## src/rtl/dma4_pkg.sv

```systemverilog
package dma4_pkg;
  typedef enum logic {ENG_IDLE = 1'b0, ENG_XFER = 1'b1} eng_state_e;

  // channel register offsets (low two address bits)
  localparam logic [1:0] OFS_ADDR  = 2'd0;
  localparam logic [1:0] OFS_COUNT = 2'd1;
  localparam logic [1:0] OFS_PAGE  = 2'd2;
  localparam logic [1:0] OFS_MODE  = 2'd3;

  // global register offsets
  localparam logic [1:0] GOFS_STATUS = 2'd0;
  localparam logic [1:0] GOFS_MASK   = 2'd1;

  localparam int MODE_DIR_BIT  = 0;
  localparam int MODE_GO_BIT   = 1;
  localparam int MODE_BUSY_BIT = 1;
endpackage

```

## src/rtl/dma4_chan.sv

```systemverilog
module dma4_chan
  import dma4_pkg::*;
#(
  parameter int AW       = 16,
  parameter int PW       = 8,
  parameter int DW       = 16,
  parameter bit NO_START = 1'b0
) (
  input  logic          clk,
  input  logic          rst,
  input  logic          wr_addr,
  input  logic          wr_count,
  input  logic          wr_page,
  input  logic          wr_mode,
  input  logic [DW-1:0] wdata,
  input  logic          step,
  output logic [AW-1:0] addr_q,
  output logic [AW-1:0] count_q,
  output logic [PW-1:0] page_q,
  output logic          dir_q,
  output logic          busy_q,
  output logic          last
);
  assign last = (count_q == '0);

  always_ff @(posedge clk) begin
    if (rst) begin
      addr_q  <= '0;
      count_q <= '0;
      page_q  <= '0;
      dir_q   <= 1'b0;
      busy_q  <= 1'b0;
    end else begin
      if (wr_addr)       addr_q <= wdata[AW-1:0];
      else if (step)     addr_q <= addr_q + AW'(1);

      if (wr_count)      count_q <= wdata[AW-1:0];
      else if (step)     count_q <= count_q - AW'(1);

      if (wr_page)       page_q <= wdata[PW-1:0];
      if (wr_mode)       dir_q  <= wdata[MODE_DIR_BIT];

      // a start on the reserved channel never arms it
      if (wr_mode && wdata[MODE_GO_BIT] && !NO_START) busy_q <= 1'b1;
      else if (step && last)                          busy_q <= 1'b0;
    end
  end
endmodule

```

## src/rtl/dma4_prio_arb.sv

```systemverilog
module dma4_prio_arb #(
  parameter  int N  = 4,
  localparam int IW = (N > 1) ? $clog2(N) : 1
) (
  input  logic [N-1:0]  req,
  output logic [N-1:0]  gnt,
  output logic [IW-1:0] idx,
  output logic          any
);
  // scan from the top so the lowest requesting index is the last to win
  always_comb begin
    gnt = '0;
    idx = '0;
    any = 1'b0;
    for (int i = N - 1; i >= 0; i--) begin
      if (req[i]) begin
        gnt    = '0;
        gnt[i] = 1'b1;
        idx    = IW'(i);
        any    = 1'b1;
      end
    end
  end
endmodule

```

## src/rtl/dma4_ctrl.sv

```systemverilog
module dma4_ctrl
  import dma4_pkg::*;
#(
  parameter  int NCH        = 4,
  parameter  int AW         = 16,
  parameter  int PW         = 8,
  parameter  int DW         = 16,
  parameter  int CASCADE_CH = 3,
  localparam int CHW        = (NCH > 1) ? $clog2(NCH) : 1,
  localparam int RAW        = CHW + 3,
  localparam int MW         = PW + AW
) (
  input  logic           clk,
  input  logic           rst,
  input  logic           reg_we,
  input  logic           reg_re,
  input  logic [RAW-1:0] reg_addr,
  input  logic [DW-1:0]  reg_wdata,
  output logic [DW-1:0]  reg_rdata,
  input  logic [NCH-1:0] drq,
  output logic [NCH-1:0] dack,
  output logic           mem_req,
  input  logic           mem_gnt,
  output logic [MW-1:0]  mem_addr,
  output logic           mem_we,
  output logic           irq
);
  localparam logic [NCH-1:0] CASC_BIT = NCH'(1) << CASCADE_CH;

  // register decode
  logic           is_glob;
  logic [CHW-1:0] sel_ch;
  logic [1:0]     sel_ofs;
  assign is_glob = reg_addr[RAW-1];
  assign sel_ch  = reg_addr[CHW+1:2];
  assign sel_ofs = reg_addr[1:0];

  logic rd_status, wr_mask;
  assign rd_status = reg_re & is_glob & (sel_ofs == GOFS_STATUS);
  assign wr_mask   = reg_we & is_glob & (sel_ofs == GOFS_MASK);

  // channel state
  logic [AW-1:0]  ch_addr  [NCH];
  logic [AW-1:0]  ch_count [NCH];
  logic [PW-1:0]  ch_page  [NCH];
  logic [NCH-1:0] ch_dir, ch_busy, ch_last, step;
  logic [NCH-1:0] tc_q, mask_q;

  eng_state_e     st_q;
  logic [CHW-1:0] cur_q;

  for (genvar g = 0; g < NCH; g++) begin : g_ch
    logic hit;
    assign hit     = reg_we & ~is_glob & (sel_ch == CHW'(g));
    assign step[g] = (st_q == ENG_XFER) & mem_gnt & (cur_q == CHW'(g));

    dma4_chan #(
      .AW(AW), .PW(PW), .DW(DW), .NO_START(g == CASCADE_CH)
    ) u_chan (
      .clk     (clk),
      .rst     (rst),
      .wr_addr (hit & (sel_ofs == OFS_ADDR)),
      .wr_count(hit & (sel_ofs == OFS_COUNT)),
      .wr_page (hit & (sel_ofs == OFS_PAGE)),
      .wr_mode (hit & (sel_ofs == OFS_MODE)),
      .wdata   (reg_wdata),
      .step    (step[g]),
      .addr_q  (ch_addr[g]),
      .count_q (ch_count[g]),
      .page_q  (ch_page[g]),
      .dir_q   (ch_dir[g]),
      .busy_q  (ch_busy[g]),
      .last    (ch_last[g])
    );
  end

  // arbitration over started, unmasked, requesting channels
  logic [NCH-1:0] elig, arb_gnt;
  logic [CHW-1:0] arb_idx;
  logic           arb_any;
  assign elig = drq & ch_busy & ~mask_q & ~CASC_BIT;

  dma4_prio_arb #(.N(NCH)) u_arb (
    .req(elig),
    .gnt(arb_gnt),
    .idx(arb_idx),
    .any(arb_any)
  );

  // transfer engine: one unit per grant
  always_ff @(posedge clk) begin
    if (rst) begin
      st_q     <= ENG_IDLE;
      cur_q    <= '0;
      dack     <= '0;
      mem_req  <= 1'b0;
      mem_addr <= '0;
      mem_we   <= 1'b0;
    end else begin
      case (st_q)
        ENG_IDLE: if (arb_any) begin
          st_q     <= ENG_XFER;
          cur_q    <= arb_idx;
          dack     <= arb_gnt;
          mem_req  <= 1'b1;
          mem_addr <= {ch_page[arb_idx], ch_addr[arb_idx]};
          mem_we   <= ch_dir[arb_idx];
        end
        ENG_XFER: if (mem_gnt) begin
          st_q    <= ENG_IDLE;
          dack    <= '0;
          mem_req <= 1'b0;
        end
        default: st_q <= ENG_IDLE;
      endcase
    end
  end

  // terminal-count status, mask and interrupt
  always_ff @(posedge clk) begin
    if (rst) begin
      tc_q   <= '0;
      mask_q <= '1;
      irq    <= 1'b0;
    end else begin
      tc_q <= (rd_status ? '0 : tc_q) | (step & ch_last);
      if (wr_mask) mask_q <= reg_wdata[NCH-1:0];
      irq <= |(tc_q & ~mask_q);
    end
  end

  // registered read port
  logic [DW-1:0] rd_mux;
  always_comb begin
    rd_mux = '0;
    if (is_glob) begin
      if (sel_ofs == GOFS_STATUS)    rd_mux[NCH-1:0] = tc_q;
      else if (sel_ofs == GOFS_MASK) rd_mux[NCH-1:0] = mask_q;
    end else begin
      case (sel_ofs)
        OFS_ADDR:  rd_mux[AW-1:0] = ch_addr[sel_ch];
        OFS_COUNT: rd_mux[AW-1:0] = ch_count[sel_ch];
        OFS_PAGE:  rd_mux[PW-1:0] = ch_page[sel_ch];
        default: begin
          rd_mux[MODE_DIR_BIT]  = ch_dir[sel_ch];
          rd_mux[MODE_BUSY_BIT] = ch_busy[sel_ch];
        end
      endcase
    end
  end

  always_ff @(posedge clk) begin
    if (rst)         reg_rdata <= '0;
    else if (reg_re) reg_rdata <= rd_mux;
  end
endmodule

```

## config.mk

```make
export PLATFORM = sky130hd
export DESIGN_NAME = dma4_ctrl
export DESIGN_NICKNAME = d
export VERILOG_FILES = /design/src/rtl/dma4_pkg.sv /design/src/rtl/dma4_chan.sv /design/src/rtl/dma4_prio_arb.sv /design/src/rtl/dma4_ctrl.sv
export SDC_FILE = /design/constraint.sdc
export NUM_CORES = 1
export LEC_CHECK = 0
export ABC_CLOCK_PERIOD_IN_PS = 1950
export BUFFER_PORTS_ARGS = -buffer_cell sky130_fd_sc_hd__clkbuf_2
export CORE_ASPECT_RATIO = 0.7
export CORE_MARGIN = 1
export CORE_UTILIZATION = 30
export CTS_BUF_LIST = sky130_fd_sc_hd__clkbuf_16
export DETAILED_ROUTE_END_ITERATION = 10
export MAX_ROUTING_LAYER = met4
export PLACE_DENSITY = 0.49
export SETUP_SLACK_MARGIN = 0.4
export SYNTH_ARGS = -nofsm -noshare
export SYNTH_HDL_FRONTEND = slang
export SYNTH_HIERARCHICAL = 1
export SYNTH_SLANG_ARGS = --single-unit
```

## constraint.sdc

```tcl
create_clock -name clk -period 1.95 [get_ports clk]
set_input_delay 0.195 -clock clk [delete_from_list [all_inputs] [get_ports clk]]
set_output_delay 0.195 -clock clk [all_outputs]
set_load 0.02 [all_outputs]
```

==> results.toml, run 1 <==
[routing]
vias_per_cell = 5.53
postRouteWirelength_um = 51400
firstDrtPassIters = 5
drcViolationCount = 0
ant_nets = 0
wl_per_cell_um = 22.8
via_count = 12500
initialDrtViolationCount = 1229

[critical_path]
r2r_slack_ns = -0.06
reg2reg_from = "st_q$_SDFF_PP0_"
critPathArrivalTime_ns = 2.46
worst_setup_path_end_kind = "flop"
startpoint_type = "flop"
worstPathMaxFanout = 5
crit_buf_inv = 2
cp_top_family = "simple AND/OR/NAND/NOR gates"
path_cells = "nand3_4 -> nor2_4 -> buf_6 -> buf_12 -> or3b_4 -> or2_4 -> or3_1 -> a311oi_1"
startpoint = "st_q$_SDFF_PP0_"
required_ns = 2.40
critPathKind = "flop to flop"
cp_slowest_cell = "or3b_4"
max_stage_delay_ns = 0.38

[layout]
final_cell_mix = "198 x dfxtp_1, 135 x buf_4, 134 x nor2_1, 134 x nand2_1, 110 x a21oi_1"
layout.nets = 1719
syn2layout_area_growth_pct = 38.0
layout-drive-gt1-share = 0.364
layout_commonest_cell = "dfxtp_1"
final_cell_area_sq_um = 17800

[sta]
slew_violations = 0
final-hold-violation-count = 0
timing.slew.headroom = 0.576
clock.fmax_mhz = 498
finalSetupViolCount = 4
finClkSkew_ns = 0.0123
finalSetupTns_ns = -0.141
rsz0062_at_grt = "true"
period_share = 1.03
layout_setup_ws_ns = -0.0562
tightestPinTransition_ns = 0.635
period_needed_ns = 2.01

[yosys]
synth_top_family_by_area = "simple AND/OR/NAND/NOR gates"
muxShareOfSynthArea = 0.160
synth_area_per_cell_sq_um = 8.76
yosys_register_bits = 225
synthFlopType = "dfxtp_1"
synthArstFlopShare = 0
synthCells = 1474
synthesis.area_sq_um = 12900
yosysWarningCount = 6
synth-xor-area-share = 0.0631
synth_compound_area_frac = 0.147
synth_edf_count = 0
yosysUniqueCellTypes = 69
synth_fa_ha_area_frac = 0.00775
synth_simple_gate_area_frac = 0.219
seq_area_frac_synth = 0.349

[outcome]
status = "finished with violations"
violations = "negative setup slack"

[clocking]
clk_path_buf_depth = 3
clk_latency_ns = 0.55
clkSinkCount = 225
cts_root_buffer = "clkbuf_16"
cts_buffers = 25
htreeDepth = 1
hold_buffers = 0
cts_tree = "built"
clk_pin_slew_ns = 0.07

[global_route]
antenna_found_initial = 4
grt_max_degree = 64
grt_pass1_vias = 11500
grt_first_pass_wirelength_um = 74400
track_usage = 0.233
grt_overflow = 0

[place]
dpl-instance-area_sq_um = 14800
port-buffer-count = 75
gp_congestion = 0.928
place_ws_ns = -0.366
dpl.hpwl_um = 36500

[floorplan]
row_count = 63
io_pins = 77
initial_core_util = 0.304
die_height_um = 176
core_region_area_sq_um = 42400
dieArea_sq_um = 43900
die_w_um = 250

[power]
powerDensity_nw_per_um2 = 631
leakagePower_nw = 7.06
ir_worst_vdd_mv = 0.539

[worst_hold_path]
hp-class = "primary input to flop"
min-delay-start = "reg_wdata[8]"

[flow_run]
maxCapViolCount = 0
## kinds of logic after synthesis
kind of cell,after synthesis
flip-flops,225
XOR/XNOR,93
multiplexers,134
buffers and inverters,165
AND/OR/NAND/NOR,548
other,2
AO/OA/AOI/OAI,299
adder cells (fa/ha/maj),8
## metrics by stage
stage | hold slack [ns] | power, mW | util | cells
after CTS | 0.0191 | 11.2 | 0.399 | 2212
after global placement | 0.442 | 6.19 | 0.349 | 2128
after detailed placement | 0.447 | 6.20 | 0.349 | 2128
after floorplan | 0.321 | 5.65 | - | 1475
final | 0.0446 | 11.2 | 0.420 | 2252
after global routing | 0.0476 | 11.6 | 0.420 | 2252
## layer usage
metal / GRT usage / wire length (um)
met5: - / 0
met4: 0.0440 / 890
met3: 0.0603 / 4770
met2: 0.322 / 21300
met1: 0.337 / 24500
## cell type report
class / count / area, sq um
clock inverters: 18 / 160
fillers: 4186 / 24600
repair buffers: 278 / 2460
clock buffers: 25 / 626
well taps: 552 / 691
inverters: 66 / 263
multi-input cells: 1085 / 9050
flip-flops and latches: 225 / 4550
diodes: 3 / 7.51
## worst paths after layout
check	cells past startpoint	endpoint
hold / removal	3	g_ch[1].u_chan/addr_q[8]$_SDFFE_PP0P_
setup reg to reg	8	g_ch[3].u_chan/count_q[15]$_SDFFE_PP0P_
setup / recovery	8	g_ch[3].u_chan/count_q[15]$_SDFFE_PP0P_
hold reg to reg	2	mem_addr[9]$_SDFFE_PP0P_
## where the power goes
group          switching [mW]  internal (mW)
Clock                    2.08           2.71
Sequential              0.134           4.68
Combinational           0.939          0.698
## sequential cells by signal, indices dropped and copies added, names as in the netlist, 4 cells and up
| register | flops |
|---|---|
| g_ch.u_chan/addr_q | 64 |
| tc_q | 4 |
| dack | 4 |
| g_ch.u_chan/count_q | 64 |
| g_ch.u_chan/dir_q | 4 |
| reg_rdata | 16 |
| mask_q | 4 |
| mem_addr | 24 |
| g_ch.u_chan/page_q | 32 |
## timing repair
action                                  in CTS  in global routing
resized for setup                          188                130
buffers inserted                            35                 34
endpoints found under the setup margin     136                161
cloned                                       6                  3
pin swaps                                   82                121
## synthesized netlist by cell type (3+ instances only)
cell / number / area share
dfxtp_1: 225 / 0.35
nand2_1: 165 / 0.048
nor2_1: 146 / 0.042
a21oi_1: 137 / 0.053
mux2i_1: 71 / 0.055
inv_1: 61 / 0.018
clkbuf_1: 59 / 0.017
mux4_2: 57 / 0.099
a21o_1: 56 / 0.033
xnor2_1: 56 / 0.038
nor3_1: 39 / 0.015
xor2_1: 37 / 0.025
nand3_1: 35 / 0.014
nand4_1: 33 / 0.016
nor4_1: 29 / 0.014
a211oi_1: 20 / 0.012
buf_2: 20 / 0.0078
o21ai_0: 19 / 0.0074
a22oi_1: 16 / 0.0093
or3_1: 13 / 0.0063
a311oi_1: 12 / 0.0081
nand2b_1: 11 / 0.0053
buf_4: 10 / 0.0058
buf_1: 9 / 0.0026
nor3b_1: 9 / 0.0052
ha_1: 8 / 0.0078
nand4b_1: 8 / 0.0054
nor2b_1: 8 / 0.0039
o31a_1: 8 / 0.0054
a31oi_1: 7 / 0.0034
and2_1: 7 / 0.0034
o31ai_1: 7 / 0.0041
mux2_2: 6 / 0.0052
clkinv_1: 5 / 0.0015
nor3b_2: 5 / 0.0048
a211o_1: 4 / 0.0027
nor4_2: 4 / 0.0039
or4_1: 4 / 0.0023
and3b_1: 3 / 0.0020
nand3_2: 3 / 0.0023
nand4_4: 3 / 0.0049
nor4_4: 3 / 0.0049
## worst reg2reg max path, delay by kind of cell, from the launching register on
family	cells	cell delay, ns
AO/OA/AOI/OAI	1	0.21
AND/OR/NAND/NOR	5	1.12
buffers and inverters	2	0.23
flip-flops	1	0.35
Note: power is estimated with default switching activity, not from simulation.
==> inputs of run 2 (changes only) <==
CTS_BUF_LIST = default   (was sky130_fd_sc_hd__clkbuf_16)
==> run 2 against run 1 <==
Via count shrank 0.93%. Non-clock buffer count shrank 10. Total power grew 1.6%. Register-to-register slack gained 0.03 ns. Highest routed layer unchanged. Critical path depth shrank 1. Combinational power is essentially flat. Utilization shrank 0.34 points. Critical endpoint unchanged. The flow still finishes with violations (negative setup slack).
==> results.toml, run 2 (synthesis results as in run 1) <==
[outcome]
status = "finished with violations"
violations = "negative setup slack"

[critical_path]
worstPathMaxFanout = 5
r2r_slack_ns = -0.03
critPathKind = "flop to flop"
worst_setup_path_end_kind = "flop"
critPathArrivalTime_ns = 2.43
required_ns = 2.40
startpoint_type = "flop"

[floorplan]
initial_core_util = 0.304
row_count = 63
die_height_um = 176
dieArea_sq_um = 43900
die_w_um = 250
io_pins = 77
core_region_area_sq_um = 42400

[layout]
syn2layout_area_growth_pct = 36.9
fillers = 4179
fin_cells = 2242
final_cell_area_sq_um = 17700
final_cell_mix = "198 x dfxtp_1, 136 x nor2_1, 136 x nand2_1, 128 x buf_4, 108 x a21oi_1"
fin_util = 0.417
layout-drive-gt1-share = 0.359
layout.nets = 1709
layout_commonest_cell = "dfxtp_1"
top_regs = "g_ch.u_chan/addr_q x64, g_ch.u_chan/count_q x64, g_ch.u_chan/page_q x32"

[power]
powerDensity_nw_per_um2 = 647
leakagePower_nw = 6.95
ir_worst_vdd_mv = 0.535
p_total_mw = 11.4

[global_route]
grt_pass1_vias = 11500
antenna_found_initial = 4
track_usage = 0.232
grt_first_pass_wirelength_um = 74300
grt_max_degree = 64
grt_overflow = 0

[routing]
initialDrtViolationCount = 1176
via_count = 12300
ant_nets = 0
drcViolationCount = 0
wl_per_cell_um = 22.8
firstDrtPassIters = 5
vias_per_cell = 5.50
postRouteWirelength_um = 51100

[clocking]
htreeDepth = 1
cts_root_buffer = "clkbuf_16"
cts_buffers = 25
cts_tree = "built"
clk_pin_slew_ns = 0.07
clk_latency_ns = 0.54
clkSinkCount = 225
clk_path_buf_depth = 3
hold_buffers = 0

[worst_hold_path]
hp-class = "primary input to flop"

[sta]
timing.slew.headroom = 0.591
period_needed_ns = 1.98
clock.fmax_mhz = 505
finClkSkew_ns = 0.0110
finalSetupViolCount = 2
finalSetupTns_ns = -0.0442
tightestPinTransition_ns = 0.614
rsz0062_at_grt = "true"
period_share = 1.02
slew_violations = 0
fin_hold_ws_ns = 0.0523
final-hold-violation-count = 0
layout_setup_ws_ns = -0.0299

[place]
dpl-instance-area_sq_um = 14800
dpl.hpwl_um = 36500
place_ws_ns = -0.366
port-buffer-count = 75
dp_cells = 2128
gp_congestion = 0.928

[flow_run]
maxCapViolCount = 0
-- run 2: changes by cell type in the layout (fill, tap and decap cells not counted), moves of 3 or more --
cell,previous run,this run
buf_4,135,128
clkbuf_8,0,5
clkinv_1,6,1
buf_12,17,14
clkbuf_1,0,3
inv_1,62,59
nor3_4,20,17
-- run 2: final cells by class --
cell class / count / area [sq um] / area share
diodes: 3 / 7.51 / 0.000425
clock buffers: 33 / 706 / 0.0399
clock inverters: 10 / 130 / 0.00736
inverters: 66 / 260 / 0.0147
multi-input cells: 1085 / 8970 / 0.508
flip-flops and latches: 225 / 4550 / 0.258
well taps: 552 / 691 / 0.0391
repair buffers: 268 / 2360 / 0.133
-- run 2: worst paths after layout --
| path | startpoint | end | depth (start not counted) |
|---|---|---|---|
| hold / removal | reg_wdata[8] | g_ch[1].u_chan/addr_q[8]$_SDFFE_PP0P_ | 3 |
| setup reg to reg | st_q$_SDFF_PP0_ | g_ch[3].u_chan/count_q[15]$_SDFFE_PP0P_ | 7 |
| hold reg to reg | mem_addr[9]$_SDFFE_PP0P_ | mem_addr[9]$_SDFFE_PP0P_ | 2 |
| setup / recovery | st_q$_SDFF_PP0_ | g_ch[3].u_chan/count_q[15]$_SDFFE_PP0P_ | 7 |
-- run 2: where the power goes --
part	switching, mW	internal, mW	leakage [nW]	total, mW
logic	0.930	0.686	4.71	1.62
clock network	2.07	2.92	0.410	5.00
registers	0.132	4.68	1.83	4.81
-- run 2: worst max-delay path: stages, from the launching register on --
cell      delay (ns)
dfxtp_2         0.34
nand3_2         0.09
nor2_2          0.13
buf_6           0.16
or3b_4          0.39
or2_4           0.25
or3_1           0.31
a311oi_1        0.22
-- run 2: timing repair --
item	in CTS	in global routing
pin swaps	84	76
buffers inserted	33	25
resized for setup	187	109
gates cloned	6	4
endpoints found under the setup margin	136	157
endpoints found under the hold margin	0	0
-- run 2: routing by layer --
metal  track usage  share of wire  up-vias
met4        0.0435          0.015        0
met1         0.337           0.48     6120
met3        0.0619          0.094       50
li1              -              -     5696
met2         0.320           0.42      472
met5             -              0        -
